$ cat config.mk
export PLATFORM = sky130hd
export DESIGN_NAME = dag_addr_gen
export DESIGN_NICKNAME = d
export VERILOG_FILES = /design/src/rtl/dag_pkg.sv /design/src/rtl/dag_regfile.sv /design/src/rtl/dag_modulo.sv /design/src/rtl/dag_bitrev.sv /design/src/rtl/dag_addr_gen.sv
export SDC_FILE = /design/constraint.sdc
export NUM_CORES = 2
export LEC_CHECK = 0
export ABC_CLOCK_PERIOD_IN_PS = 18640
export CAP_MARGIN = 10
export CORE_ASPECT_RATIO = 0.75
export CORE_MARGIN = 5
export CORE_UTILIZATION = 42
export DETAILED_ROUTE_END_ITERATION = 12
export GPL_TIMING_DRIVEN = 0
export SETUP_SLACK_MARGIN = 0.2
export SLEW_MARGIN = 20
export SYNTH_ARGS = -nofsm -noshare
export SYNTH_HDL_FRONTEND = slang
export SYNTH_SLANG_ARGS = --single-unit
$ cat constraint.sdc
create_clock -name clk -period 18.64 [get_ports clk]
set_clock_uncertainty 0.2 [all_clocks]
set_input_delay 3.728 -clock clk [delete_from_list [all_inputs] [get_ports clk]]
set_output_delay 3.728 -clock clk [all_outputs]
set_load 0.05 [all_outputs]
$ cat src/rtl/dag_pkg.sv
package dag_pkg;

    typedef enum logic [1:0] {
        SEL_INDEX  = 2'd0,
        SEL_MODIFY = 2'd1,
        SEL_LENGTH = 2'd2,
        SEL_BASE   = 2'd3
    } reg_sel_e;

endpackage

$ cat src/rtl/dag_regfile.sv
module dag_regfile #(
    parameter int AW    = 32,
    parameter int NSETS = 8,
    localparam int SW   = $clog2(NSETS)
) (
    input  logic              clk,
    input  logic              rst_n,
    input  logic [SW-1:0]     rd_set,
    output logic [AW-1:0]     rd_idx,
    output logic [AW-1:0]     rd_mod,
    output logic [AW-1:0]     rd_len,
    output logic [AW-1:0]     rd_base,
    input  logic              upd_en,
    input  logic [SW-1:0]     upd_set,
    input  logic [AW-1:0]     upd_val,
    input  logic              wr_en,
    input  logic [SW-1:0]     wr_set,
    input  dag_pkg::reg_sel_e wr_sel,
    input  logic [AW-1:0]     wr_data
);
    import dag_pkg::*;

    logic [AW-1:0] idx_a  [NSETS];
    logic [AW-1:0] mod_a  [NSETS];
    logic [AW-1:0] len_a  [NSETS];
    logic [AW-1:0] base_a [NSETS];

    for (genvar g = 0; g < NSETS; g++) begin : g_set
        logic [AW-1:0] idx_q, mod_q, len_q, base_q;
        logic          wr_hit, up_hit, idx_claimed;

        assign wr_hit      = wr_en  && (wr_set  == SW'(g));
        assign up_hit      = upd_en && (upd_set == SW'(g));
        // index or base write takes the index port this cycle
        assign idx_claimed = wr_hit && ((wr_sel == SEL_INDEX) || (wr_sel == SEL_BASE));

        always_ff @(posedge clk or negedge rst_n) begin
            if (!rst_n) begin
                idx_q  <= '0;
                mod_q  <= '0;
                len_q  <= '0;
                base_q <= '0;
            end else begin
                if (wr_hit) begin
                    unique case (wr_sel)
                        SEL_INDEX:  idx_q <= wr_data;
                        SEL_MODIFY: mod_q <= wr_data;
                        SEL_LENGTH: len_q <= wr_data;
                        SEL_BASE: begin
                            base_q <= wr_data;
                            idx_q  <= wr_data;
                        end
                    endcase
                end
                if (up_hit && !idx_claimed) begin
                    idx_q <= upd_val;
                end
            end
        end

        assign idx_a[g]  = idx_q;
        assign mod_a[g]  = mod_q;
        assign len_a[g]  = len_q;
        assign base_a[g] = base_q;
    end

    assign rd_idx  = idx_a[rd_set];
    assign rd_mod  = mod_a[rd_set];
    assign rd_len  = len_a[rd_set];
    assign rd_base = base_a[rd_set];

endmodule

$ cat src/rtl/dag_modulo.sv
module dag_modulo #(
    parameter int AW = 32
) (
    input  logic [AW-1:0] cur_idx,
    input  logic [AW-1:0] step,
    input  logic [AW-1:0] len,
    input  logic [AW-1:0] base,
    output logic [AW-1:0] sum,
    output logic [AW-1:0] wrapped
);
    localparam int EW = AW + 2;

    logic signed [EW-1:0] s_ext, base_ext, end_ext;
    logic                 step_neg;

    assign step_neg = step[AW-1];
    assign sum      = cur_idx + step;
    // widened signed copies keep compares correct across 0 and 2^AW
    assign s_ext    = $signed({2'b00, cur_idx}) + $signed({{2{step[AW-1]}}, step});
    assign base_ext = $signed({2'b00, base});
    assign end_ext  = $signed({2'b00, base}) + $signed({2'b00, len});

    always_comb begin
        wrapped = sum;
        if (len != '0) begin
            if (!step_neg && (s_ext >= end_ext)) begin
                wrapped = sum - len;
            end else if (step_neg && (s_ext < base_ext)) begin
                wrapped = sum + len;
            end
        end
    end

endmodule

$ cat src/rtl/dag_bitrev.sv
module dag_bitrev #(
    parameter int AW = 32
) (
    input  logic [AW-1:0] din,
    output logic [AW-1:0] dout
);
    for (genvar i = 0; i < AW; i++) begin : g_bit
        assign dout[i] = din[AW-1-i];
    end
endmodule

$ cat src/rtl/dag_addr_gen.sv
module dag_addr_gen #(
    parameter int AW    = 32,
    parameter int NSETS = 8,
    localparam int SW   = $clog2(NSETS)
) (
    input  logic          clk,
    input  logic          rst_n,
    input  logic          req_valid,
    input  logic [SW-1:0] req_set,
    input  logic          req_pre,
    input  logic          req_use_imm,
    input  logic [AW-1:0] req_imm,
    input  logic          req_bitrev,
    input  logic          wr_en,
    input  logic [SW-1:0] wr_set,
    input  logic [1:0]    wr_sel,
    input  logic [AW-1:0] wr_data,
    output logic [AW-1:0] addr_out,
    output logic [AW-1:0] idx_next
);
    import dag_pkg::*;

    logic [AW-1:0] cur_idx, cur_mod, cur_len, cur_base;
    logic [AW-1:0] mod_sel, sum_addr, wrap_idx, raw_addr, rev_addr;
    logic          post_upd;
    reg_sel_e      wr_sel_e;

    assign wr_sel_e = reg_sel_e'(wr_sel);
    assign post_upd = req_valid && !req_pre;

    dag_regfile #(.AW(AW), .NSETS(NSETS)) u_regs (
        .clk     (clk),
        .rst_n   (rst_n),
        .rd_set  (req_set),
        .rd_idx  (cur_idx),
        .rd_mod  (cur_mod),
        .rd_len  (cur_len),
        .rd_base (cur_base),
        .upd_en  (post_upd),
        .upd_set (req_set),
        .upd_val (wrap_idx),
        .wr_en   (wr_en),
        .wr_set  (wr_set),
        .wr_sel  (wr_sel_e),
        .wr_data (wr_data)
    );

    assign mod_sel = req_use_imm ? req_imm : cur_mod;

    dag_modulo #(.AW(AW)) u_mod (
        .cur_idx (cur_idx),
        .step    (mod_sel),
        .len     (cur_len),
        .base    (cur_base),
        .sum     (sum_addr),
        .wrapped (wrap_idx)
    );

    assign raw_addr = req_pre ? sum_addr : cur_idx;

    dag_bitrev #(.AW(AW)) u_rev (
        .din  (raw_addr),
        .dout (rev_addr)
    );

    assign addr_out = req_bitrev ? rev_addr : raw_addr;
    assign idx_next = post_upd ? wrap_idx : cur_idx;

endmodule

# Word level (Yosys, flattened, before mapping)
# Index checks and enable logic that the tools add are counted.
dict set report word_totals {
  elab_cells 193
  ff_bits 1024
  output_inout_bits 64
  in_bits 79
}
dict set report op_classes {
  reduce_logical 99
  add_sub_neg 5
  n_lt_le_gt_ge 3
  n_mux 36
  n_bitwise 1
  n_eq_ne 17
}
# operator count
set ops {}
lappend ops {{$mux W32} 32}
lappend ops {{$bmux W32 S3} 4}
lappend ops {{$add A32 B32 Y32} 2}
lappend ops {{$reduce_and A2 Y1} 32}
lappend ops {{$logic_and A1 B1 Y1} 35}
lappend ops {{$add A33 B32 Y34} 1}
lappend ops {{$ge A34 B34 Y1} 1}
lappend ops {{$lt A34 B33 Y1} 1}
lappend ops {{$add A32 B32 Y33} 1}
lappend ops {{$reduce_bool A2 Y1} 16}
lappend ops {{$reduce_bool A32 Y1} 1}
lappend ops {{$sub A32 B32 Y32} 1}
lappend ops {{$eq A3 B3 Y1 const B} 8}
lappend ops {{$eq A3 B2 Y1 const B} 4}
lappend ops {{$logic_not A1 Y1} 10}
lappend ops {{$eq A3 B1 Y1 const B} 2}
lappend ops {{$logic_not A3 Y1} 2}
lappend ops {{$eq A2 B2 Y1 const B} 2}
lappend ops {{$ge A4 B4 Y1 const B} 1}
lappend ops {{$not A3 Y4} 1}
lappend ops {{$eq A2 B1 Y1 const B} 1}
lappend ops {{$logic_not A2 Y1} 1}
lappend ops {{$reduce_or A2 Y1} 1}
lappend ops {{$logic_or A1 B1 Y1} 1}

# Logic depth before layout (Yosys ltp)
dict set report logic_depth {
  depth_word 12
  depth_mapped 38
  ltp_nobuf 28
}

# By module
# A second synthesis with hierarchy kept.
dict set report hier_totals {
  cells_unflattened 4504
  hier_area_um2 60216.5
}
# module seq_area_each_um2 instances area_per_inst_um2 cells_per_inst
set by_module_without_submodules {}
lappend by_module_without_submodules {dag_regfile 25624.6 1 49591.3 3127}
lappend by_module_without_submodules {dag_modulo 0.0 1 8550.7 1199}
lappend by_module_without_submodules {dag_addr_gen 0.0 1 1834.3 146}
lappend by_module_without_submodules {dag_bitrev 0.0 1 240.2 32}

# Worst setup path before layout
# OpenSTA, ideal clock, no wires.
dict set report synth_timing {
  path_type {input to output}
  from {input req_set[0]}
  to {output idx_next[1]}
  n_path_buf 10
  slack_ns 2.918
  stages 36
  t_required_ns 14.712
  arrival_time_ns 11.794
  cell_sequence {buf_6 -> buf_6 -> buf_12 -> buf_6 -> buf_6 -> buf_2 -> clkbuf_1 -> buf_1 -> mux4_2 -> mux2i_1 -> inv_1 -> fa_1 -> a21o_1 -> a21oi_1 -> o21bai_1 -> a31o_2 -> a21boi_0 -> nor2_1 -> o2111a_1 -> a21o_1 -> o41ai_1 -> o21bai_1 -> a21oi_1 -> xor2_1 -> ha_1 -> a21o_1 -> a211oi_1 -> nor2_1 -> a211oi_1 -> o211ai_4 -> and2_1 -> buf_6 -> nand2b_1 -> clkbuf_1 -> nand3_1 -> a21oi_1}
}
dict set report synth_via {
  elab_chain_len 12
  elab_cells_between_ends 29
  classes_between {5 x add/sub; 2 x order compare; 17 x mux; 1 x bitwise; 4 x reduce/logical}
}
# item line
set synth_rtl {}
lappend synth_rtl {{from (decl)} dag_addr_gen.sv:9} ;# input logic [SW-1:0] req_set,
lappend synth_rtl {{$not A3 Y4 (implied by the code) (*)} --}
lappend synth_rtl {{$bmux W32 S3} dag_regfile.sv:68} ;# assign rd_mod = mod_a[rd_set];
lappend synth_rtl {{$mux W32 (implied by the code) (2 in a row)} dag_regfile.sv:68}
lappend synth_rtl {{$mux W32} dag_addr_gen.sv:48} ;# assign mod_sel = req_use_imm ? req_imm : cur_mod;
lappend synth_rtl {{$add A33 B32 Y34} dag_modulo.sv:19} ;# assign s_ext = $signed({2'b00, cur_idx}) + $signed({{2{step[AW-1]}}, step});
lappend synth_rtl {{$lt A34 B33 Y1} dag_modulo.sv:28} ;# end else if (step_neg && (s_ext < base_ext)) begin
lappend synth_rtl {{$logic_and A1 B1 Y1} dag_modulo.sv:28}
lappend synth_rtl {{$mux W32} dag_modulo.sv:28}
lappend synth_rtl {{$mux W32} dag_modulo.sv:26} ;# if (!step_neg && (s_ext >= end_ext)) begin
lappend synth_rtl {{$mux W32} dag_modulo.sv:25} ;# if (len != '0) begin
lappend synth_rtl {{$mux W32 (*)} dag_addr_gen.sv:67} ;# assign idx_next = post_upd ? wrap_idx : cur_idx;
lappend synth_rtl {{to (decl)} dag_addr_gen.sv:19} ;# output logic [AW-1:0] idx_next
# Every way passes the cells marked *; elsewhere a longest branch is shown, timed or not. The select of a mux whose other input is x is not followed.

# Final worst setup path
dict set report layout_timing {
  from {input req_set[2]}
  to {output idx_next[9]}
}
# The elaborated chain is that of the path after synthesis.

==> flow_metrics.tcl <==
set metrics [dict create \
    start_util_pct 42.2 \
    hold_path_end "u_regs.g_set[5].len_q[16]$_DFFE_PN0P_" \
    fmax_mhz 54.7 \
    globalplace.congestion 0.993 \
    setup_viol 0 \
    cts_tree "built" \
    ir_drop_mv 0.195 \
    power.leakage_nw 28.8 \
    grt_overflow 0 \
    die_y_um 332 \
    rows 118 \
    boundaryPins 143 \
    vias 43738 \
    cp_data_required_time_ns 14.71 \
    multi_input_area_sq_um 30700 \
    regArea_sq_um 25600 \
    synth_warnings 0 \
    status "completed" \
    route.antenna.remaining_nets 0 \
    p_per_area_nw_per_um2 182 \
    synthesis.area_sq_um 58000 \
    clock_latency_ns 0.74 \
    grt_first_pass_wirelength_um 313000 \
    antenna_found_initial 11 \
    hold_viol_final 0 \
    finalWirelength_um 221000 \
    grt_max_degree 148 \
    r2r-start "u_regs.g_set[7].len_q[0]$_DFFE_PN0P_" \
    cts-hold-fix-buffers 0 \
    arrival_ns 14.36 \
    tightest_slew_ns 1.28 \
    grt_use_total_pct 29.7 \
    synth-seq-cells 1024 \
    cts_max_path_buffers 3 \
    rsz0062_at_grt "false" \
    slowest_delay_ns 0.67 \
    ys_async_sr_fraction_pct 100 \
    die_w_um 439 \
    fin_nets 5382 \
    final_max_slew_viol_count 0 \
    critPathMaxFanout 10 \
    vias_per_cell 6.20 \
    drt_iter0_drc 5829 \
    path_clk_slew_ns 0.06 \
    r2r-end "u_regs.g_set[3].idx_q[13]$_DFFE_PN0P_" \
    die-area_sq_um 146000 \
    grt_pass1_vias 41713 \
    dp_hpwl_um 167000 \
    drive_gt1_share_pct 28.2 \
    start_kind "input pin" \
    port_buffers 137 \
    clkSinkCount 1024 \
    firstDrtPassIters 8 \
    min_path_cells 1 \
    synth-main-ff-cell "dfrtp_1" \
    synthCells 4844 \
    min_from "u_regs.g_set[5].len_q[16]$_DFFE_PN0P_" \
    cap_violations 0 \
    reg2reg_slack_ns 10.43 \
    worstRegToRegCells 28 \
    root_buffer "clkbuf_16" \
    holdWs_ns 0.300 \
    yosysSeqAreaShare_pct 44.2 \
    dp.cells 6851 \
    synth_edf_count 0 \
    synth_cell_type_count 93 \
    syn_area_per_cell_sq_um 12.0 \
    synth_nets 5118 \
    setup_tns_ns 0 \
    fp.coreArea_sq_um 138000 \
    final_cells 7058 \
    post-route-min-period_ns 18.29 \
    n_fill_cell 12456 \
    h-tree-depth 3 \
    wl_per_cell_um 31.3 \
    slew_headroom_pct 14.6 \
    worst_setup_path_end_kind "output pin" \
    hp-class "reg2reg" \
    worstSetupPathType "in2out" \
    drcViolationCount 0 \
    area_growth_pct 14.0 \
    crit_slowest_cell "clkdlybuf4s15_2" \
    finalCritPeriodShare_pct 98.1 \
    cts_made_buffers 102 \
]
==> sequential cells by signal (all words and copies together) (netlist names) <==
signal / flops
u_regs.g_set.len_q: 256
u_regs.g_set.idx_q: 256
u_regs.g_set.base_q: 256
u_regs.g_set.mod_q: 256
==> cell type report <==
cell class / count / share of cell area, %
Sequential cell: 1024 / 38.8
Timing Repair Buffer: 161 / 2.59
Clock buffer: 153 / 4.59
Buffer: 384 / 2.60
Antenna cell: 4 / 0.0151
Inverter: 138 / 0.783
Multi-Input combinational cell: 3297 / 46.4
Tap cell: 1860 / 3.52
Clock inverter: 37 / 0.715
==> worst max-delay path by stage <==
stage | from | cells after the start | endpoint
after floorplan | req_set[0] | 36 | idx_next[1]
after global placement | rst_n | 1 | u_regs.g_set[3].mod_q[16]$_DFFE_PN0P_
after detailed placement | req_set[2] | 33 | idx_next[0]
after CTS | req_set[1] | 33 | idx_next[26]
after global routing | req_set[0] | 36 | idx_next[30]
final | req_set[2] | 32 | idx_next[9]
==> per-stage QoR <==
stage | cell area, sq um | setup slack [ns] | power (mW) | utilization, %
final | 66100 | 0.354 | 12.1 | 48.0
after CTS | 65900 | 0.166 | 11.8 | 47.9
after floorplan | 58000 | 2.92 | 7.44 | -
after global routing | 66100 | 0.209 | 12.6 | 48.0
after global placement | 61700 | -34.39 | 9.51 | 44.8
after detailed placement | 62000 | -2.55 | 9.54 | 45.1
==> cells in the mapped netlist, types with 27 or more instances <==
cell | number | share of area, %
ha_1 | 191 | 4.1
a21o_1 | 53 | 0.69
xor2_1 | 41 | 0.62
mux2_2 | 801 | 16
clkbuf_1 | 246 | 1.6
nand2b_1 | 28 | 0.30
xnor2_1 | 66 | 1.0
o21ai_1 | 83 | 0.72
nand2_1 | 316 | 2.0
inv_1 | 136 | 0.88
a31oi_1 | 35 | 0.38
dfrtp_1 | 1024 | 44
mux4_2 | 265 | 10
o21a_1 | 58 | 0.75
a21oi_1 | 207 | 1.8
nor2_1 | 227 | 1.5
buf_1 | 105 | 0.68
o21ai_0 | 274 | 2.4
o22ai_1 | 27 | 0.29
nor3_1 | 36 | 0.31
o21bai_1 | 28 | 0.36
mux2i_1 | 228 | 3.9
==> where the power goes <==
| part | internal, mW | leakage, nW | total [mW] | switching [mW] |
|---|---|---|---|---|
| Combinational | 2.46 | 14.1 | 6.74 | 4.28 |
| Clock | 1.24 | 1.73 | 2.20 | 0.955 |
| Sequential | 2.82 | 12.9 | 3.12 | 0.307 |
==> layout by cell type (no fill, tap or decap), types with 25 or more instances in the layout <==
cell and instances:
a21o_1 53, a21oi_1 206, a22oi_1 25, a31oi_1 35
buf_1 81, buf_2 26, clkbuf_1 243, clkbuf_16 104
clkbuf_2 31, clkbuf_8 25, clkdlybuf4s50_1 103, dfrtp_1 1024
ha_1 191, inv_1 136, mux2_2 801, mux2i_1 201
mux4_2 265, nand2_1 315, nand2b_1 28, nor2_1 224
nor3_1 34, o21a_1 58, o21ai_0 273, o21ai_1 84
o21bai_1 28, o22ai_1 27, xnor2_1 61, xor2_1 37
==> kinds of logic after synthesis <==
group / share of synthesized area [%]
multiplexers: 29.9
flip-flops: 44.2
AO/OA/AOI/OAI: 10.6
AND/OR/NAND/NOR: 5.78
buffers and inverters: 3.61
adder cells (fa/ha/maj): 4.30
XOR/XNOR: 1.65
==> per-layer routing <==
metal | global-route usage, % | share of wire [%]
met1 | 45.5 | 45
met5 | 0 | 0.034
met3 | 9.21 | 11
met2 | 39.4 | 40
met4 | 9.65 | 3.9
==> timing repair <==
item	CTS	global route
setup buffers	0	14
pin swaps	1	3
setup endpoints to repair	34	32
gates resized for setup	136	75
==> worst max-delay path, delay by kind of cell <==
kind                     cells  cell delay (ns)
AO/OA/AOI/OAI               11             2.98
XOR/XNOR                     1             0.32
multiplexers                 1             0.64
adder cells (fa/ha/maj)      2             0.83
buffers and inverters        9             4.15
AND/OR/NAND/NOR              8             1.57
(Power assumes the default switching activity.)
